**src/rtl/mrf_pkg.sv**
```systemverilog
package mrf_pkg;

    localparam int ADDR_W = 32;
    localparam int SIZE_W = 2;

    typedef enum logic [1:0] {
        KIND_LOAD  = 2'b00,
        KIND_STORE = 2'b01,
        KIND_RMW   = 2'b10,
        KIND_FETCH = 2'b11
    } acc_kind_e;

    typedef enum logic [1:0] {
        CAUSE_NONE   = 2'b00,
        CAUSE_ERROR  = 2'b01,
        CAUSE_EXCEPT = 2'b10,
        CAUSE_STORE  = 2'b11
    } cause_e;

    typedef struct packed {
        acc_kind_e           kind;
        logic [ADDR_W-1:0]   addr;
        logic [SIZE_W-1:0]   size_lg;
        logic                remap_en;
    } acc_req_t;

    typedef struct packed {
        logic [ADDR_W-1:0] lo;
        logic [ADDR_W-1:0] hi;
    } win_t;

    // Window indices, used by the classifier
    localparam int WI_DATA_ERR   = 0;
    localparam int WI_DATA_WIDE  = 1;
    localparam int WI_RMW_LOW    = 2;
    localparam int WI_RMW_HIGH   = 3;
    localparam int WI_RMW_REMAP  = 4;
    localparam int WI_IF_ERR     = 5;
    localparam int WI_IF_EXC     = 6;
    localparam int WI_IF_REMAP   = 7;
    localparam int NUM_WIN       = 8;

    localparam win_t WIN_TABLE [NUM_WIN] = '{
        '{32'hFE80_0000, 32'hFEFE_FFFF},
        '{32'hFEFF_0000, 32'hFEFF_FFFF},
        '{32'hFE00_0000, 32'hFE3F_FFFF},
        '{32'hFE40_8000, 32'hFE7F_FFFF},
        '{32'hFE40_0000, 32'hFE40_7FFF},
        '{32'hFE80_0000, 32'hFEFF_FFFF},
        '{32'hFE00_8000, 32'hFE7F_FFFF},
        '{32'hFE00_0000, 32'hFE00_7FFF}
    };

endpackage

```
**src/rtl/mrf_classify.sv**
```systemverilog
module mrf_classify
    import mrf_pkg::*;
#(
    parameter int AW      = ADDR_W,
    parameter int SW      = SIZE_W,
    parameter int WIDE_LG = 2
) (
    input  acc_kind_e     kind,
    input  logic [AW-1:0] addr,
    input  logic [SW-1:0] size_lg,
    input  logic          remap_en,
    output cause_e        cause
);

    localparam logic [SW-1:0] WIDE_CODE = SW'(WIDE_LG);

    logic [NUM_WIN-1:0] hit;
    logic               wide;

    for (genvar i = 0; i < NUM_WIN; i++) begin : g_win
        assign hit[i] = (addr >= WIN_TABLE[i].lo) && (addr <= WIN_TABLE[i].hi);
    end

    assign wide = size_lg > WIDE_CODE;

    always_comb begin
        cause = CAUSE_NONE;
        unique case (kind)
            KIND_LOAD, KIND_STORE: begin
                if (hit[WI_DATA_ERR] || (hit[WI_DATA_WIDE] && wide))
                    cause = (kind == KIND_STORE) ? CAUSE_STORE : CAUSE_ERROR;
            end
            KIND_RMW: begin
                if (hit[WI_RMW_LOW] || hit[WI_RMW_HIGH] ||
                    (hit[WI_RMW_REMAP] && !remap_en))
                    cause = CAUSE_EXCEPT;
            end
            KIND_FETCH: begin
                if (hit[WI_IF_ERR])
                    cause = CAUSE_ERROR;
                else if (hit[WI_IF_EXC] || (hit[WI_IF_REMAP] && !remap_en))
                    cause = CAUSE_EXCEPT;
            end
            default: cause = CAUSE_NONE;
        endcase
    end

endmodule

```
**config.mk**
```make
export PLATFORM = sky130hd
export DESIGN_NAME = mrf_classify
export DESIGN_NICKNAME = d
export VERILOG_FILES = /design/src/rtl/mrf_pkg.sv /design/src/rtl/mrf_classify.sv
export SDC_FILE = /design/constraint.sdc
export NUM_CORES = 1
export LEC_CHECK = 0
export BUFFER_PORTS_ARGS = -buffer_cell sky130_fd_sc_hd__buf_2
export CAP_MARGIN = 20
export CORE_AREA = 3 3 40 42
export DETAILED_ROUTE_END_ITERATION = 7
export DIE_AREA = 0 0 43 45
export SYNTH_ARGS = -nofsm -noshare
export SYNTH_HDL_FRONTEND = slang
export SYNTH_SLANG_ARGS = --single-unit
```
**constraint.sdc**
```tcl
create_clock -name vclk -period 0.8
set_clock_uncertainty 0.1 [all_clocks]
set_input_delay 0 -clock vclk [all_inputs]
set_output_delay 0 -clock vclk [all_outputs]
set_load 0.01 [all_outputs]
```
==> run_results.csv <==
group,metric,value,unit
run_status,status,"complete, but fails checks",
run_status,violations,"setup timing",
detailed_routing,drt-pass1-iter-count,1,
timing,maxSlewViolCount,0,
detailed_routing,drc_errors,0,
timing,rsz0062_at_grt,"yes",
detailed_routing,wl,575,um
die,die_y,45,um
place,numPlacedInstances,58,
logic_synthesis,yosys-top-cells-area,"a211oi_2 (18%), and4_1 (13%), nor4b_2 (11%)",
timing,fmax,1.15,GHz
critical_path,critPathLaunch,"addr[24]",
critical_path,path_depth,5,
min_path,min_path_type,"in2out",
global_routing,gr-total-overflow,0,
logic_synthesis,synth.mux.area_fraction,0,
detailed_routing,vias_per_cell,4.31,
logic_synthesis,synth.distinct_cells,13,
detailed_routing,ant_nets,0,
critical_path,start_kind,"input pin",
logic_synthesis,synth_simple_gate_area_frac,0.679,
critical_path,critPathKind,"in2out",
place,pre_cts_slack,-95.4,ps
logic_synthesis,synth_adder_area_share,0,
die,io_pins,39,
cells_and_area,final_common_cell,"buf_2",
logic_synthesis,ys_warn_count,0,
place,io_buffer_count,24,
logic_synthesis,ys_seq_area_frac,0,
run,drv_cap,0,
timing,hold_viol_final,0,
logic_synthesis,synth_top_family_by_area,"simple AND/OR/NAND/NOR gates",
cells_and_area,drive_gt1_frac,0.674,
timing,setup_ws,-69.1,ps
critical_path,end_kind,"primary output",
detailed_routing,avgRoutedWirePerCell,9.91,um
logic_synthesis,synth_nets,55,
cells_and_area,layout_common_cells,"buf_2 (21), buf_6 (3)",
clocking,cts_setup_buffers,0,
global_routing,antenna_found_initial,0,
die,die_x,43,um
global_routing,grt_pass1_vias,274,
cells_and_area,register_area,0,um^2
cells_and_area,fin_cells,58,
timing,tightest_slew,248,ps
critical_path,path_cells,"buf_6 > and4b_1 > nand4_1 > o22ai_1 > buf_2",
critical_path,endpoint,"cause[1]",
critical_path,crit_buf_inv,2,
logic_synthesis,synthCells,18,
critical_path,crit_required,700,ps
cells_and_area,fin_nets,82,
detailed_routing,num_vias,250,
detailed_routing,drt_iter0_markers,0,
logic_synthesis,synth.avg_cell_area,7.58,um^2
global_routing,grt_pass1_wl,1020,um
timing,relSlewSlack,0.835,
logic_synthesis,yosys.area.top_type,"a211oi_2",
global_routing,grtUsageTotal,0.0647,
critical_path,cp_top_family,"simple AND/OR/NAND/NOR gates",
cells_and_area,clockBufferCount,0,
cells_and_area,syn_to_final_growth,131,%
cells_and_area,multi_input_area,146,um^2
timing,period_minus_slack,869,ps
cells_and_area,seq_cells,0,
die,die_area,1940,um^2
cells_and_area,num-fill-cells,147,
timing,final.setup.tns,-122,ps
logic_synthesis,synth_area,136,um^2
clocking,cts_hold_buffers,0,
die,core-area,1280,um^2
die,initial_core_util,0.106,
power_and_ir_drop,p_leak,0.155,nW
timing,finalSetupViolCount,2,
critical_path,crit_slowest_cell,"and4b_1",
critical_path,crit_path_max_fanout,3,
logic_synthesis,synth-xor-area-share,0.0642,
critical_path,crit_arrival,770,ps
logic_synthesis,synth.top_cell.area_share,0.183,
die,fp-row-count,13,
power_and_ir_drop,ir_drop,0.0845,mV
power_and_ir_drop,p_per_area,327,nW/um^2
place,gp_congestion,0.671,
cells_and_area,insertedDiodeCount,0,
global_routing,grt_max_degree,4,
timing,fin_crit_sh,1.09,
logic_synthesis,synth_compound_area_frac,0.229,
critical_path,max_stage_delay,270,ps
==> metrics by stage <==
step / cell area [um^2] / util / power, mW / hold WS (ps)
finish: 315 / 0.245 / 0.103 / 273
global route: 315 / 0.245 / 0.118 / 320
CTS: 302 / 0.235 / 0.0978 / 283
detailed placement: 283 / 0.220 / 0.0885 / 281
global placement: 283 / 0.220 / 0.0864 / 271
floorplan: 136 / - / 0.0202 / 7.29
==> tightest hold or removal path: stages <==
cell and delay (ps):
buf_2 110, inv_1 70, a211oi_2 60, buf_2 130
==> report_power, final <==
group | internal [mW] | switching [mW] | total (mW)
clock network | 0 | 0 | 0
logic | 0.0646 | 0.0386 | 0.103
registers | 0 | 0 | 0
total | 0.0646 | 0.0386 | 0.103
==> cells by family after synthesis <==
group,count (synthesis)
xor gates and xnor gates,1
and+or+nand+nor,13
AOI/OAI and AO/OA,3
buffers and inverters,1
==> cells in the mapped netlist, drive strengths merged <==
| master | number |
|---|---|
| xor2 | 1 |
| a211oi | 2 |
| nor3 | 1 |
| nor2 | 2 |
| inv | 1 |
| nor4b | 1 |
| o22ai | 1 |
| nand4 | 2 |
| and4b | 1 |
| nor2b | 1 |
| and4 | 2 |
| nand4b | 1 |
| nand3 | 2 |
==> metal layers <==
layer  up-vias  share of wire  global-route usage  wire length [um]
li1        126              -                   -                 -
met1       103           0.41              0.0905               237
met2        21           0.43               0.114               246
met3         0           0.16             0.00797                90
met4         0              0                   0                 0
met5         -              0                   0                 0
==> how the worst min path moves through the flow <==
stage	start	endpoint	slack (ps)	cells past startpoint
2_1_floorplan	addr[23]	cause[0]	7	2
3_3_place_gp	kind[1]	cause[0]	270	4
3_5_place_dp	kind[1]	cause[0]	280	4
4_1_cts	kind[1]	cause[0]	280	4
5_1_grt	kind[1]	cause[0]	320	4
6_report	kind[1]	cause[0]	270	4
==> what timing repair did <==
action	CTS	global route
gates resized for setup	3	2
pin swaps	5	2
setup endpoints to repair	2	2
==> final cells by class <==
type,count,area share
multi-input cells,17,0.464
repair buffers,25,0.464
well taps,15,0.0595
inverters,1,0.0119
(Power assumes the default switching activity.)
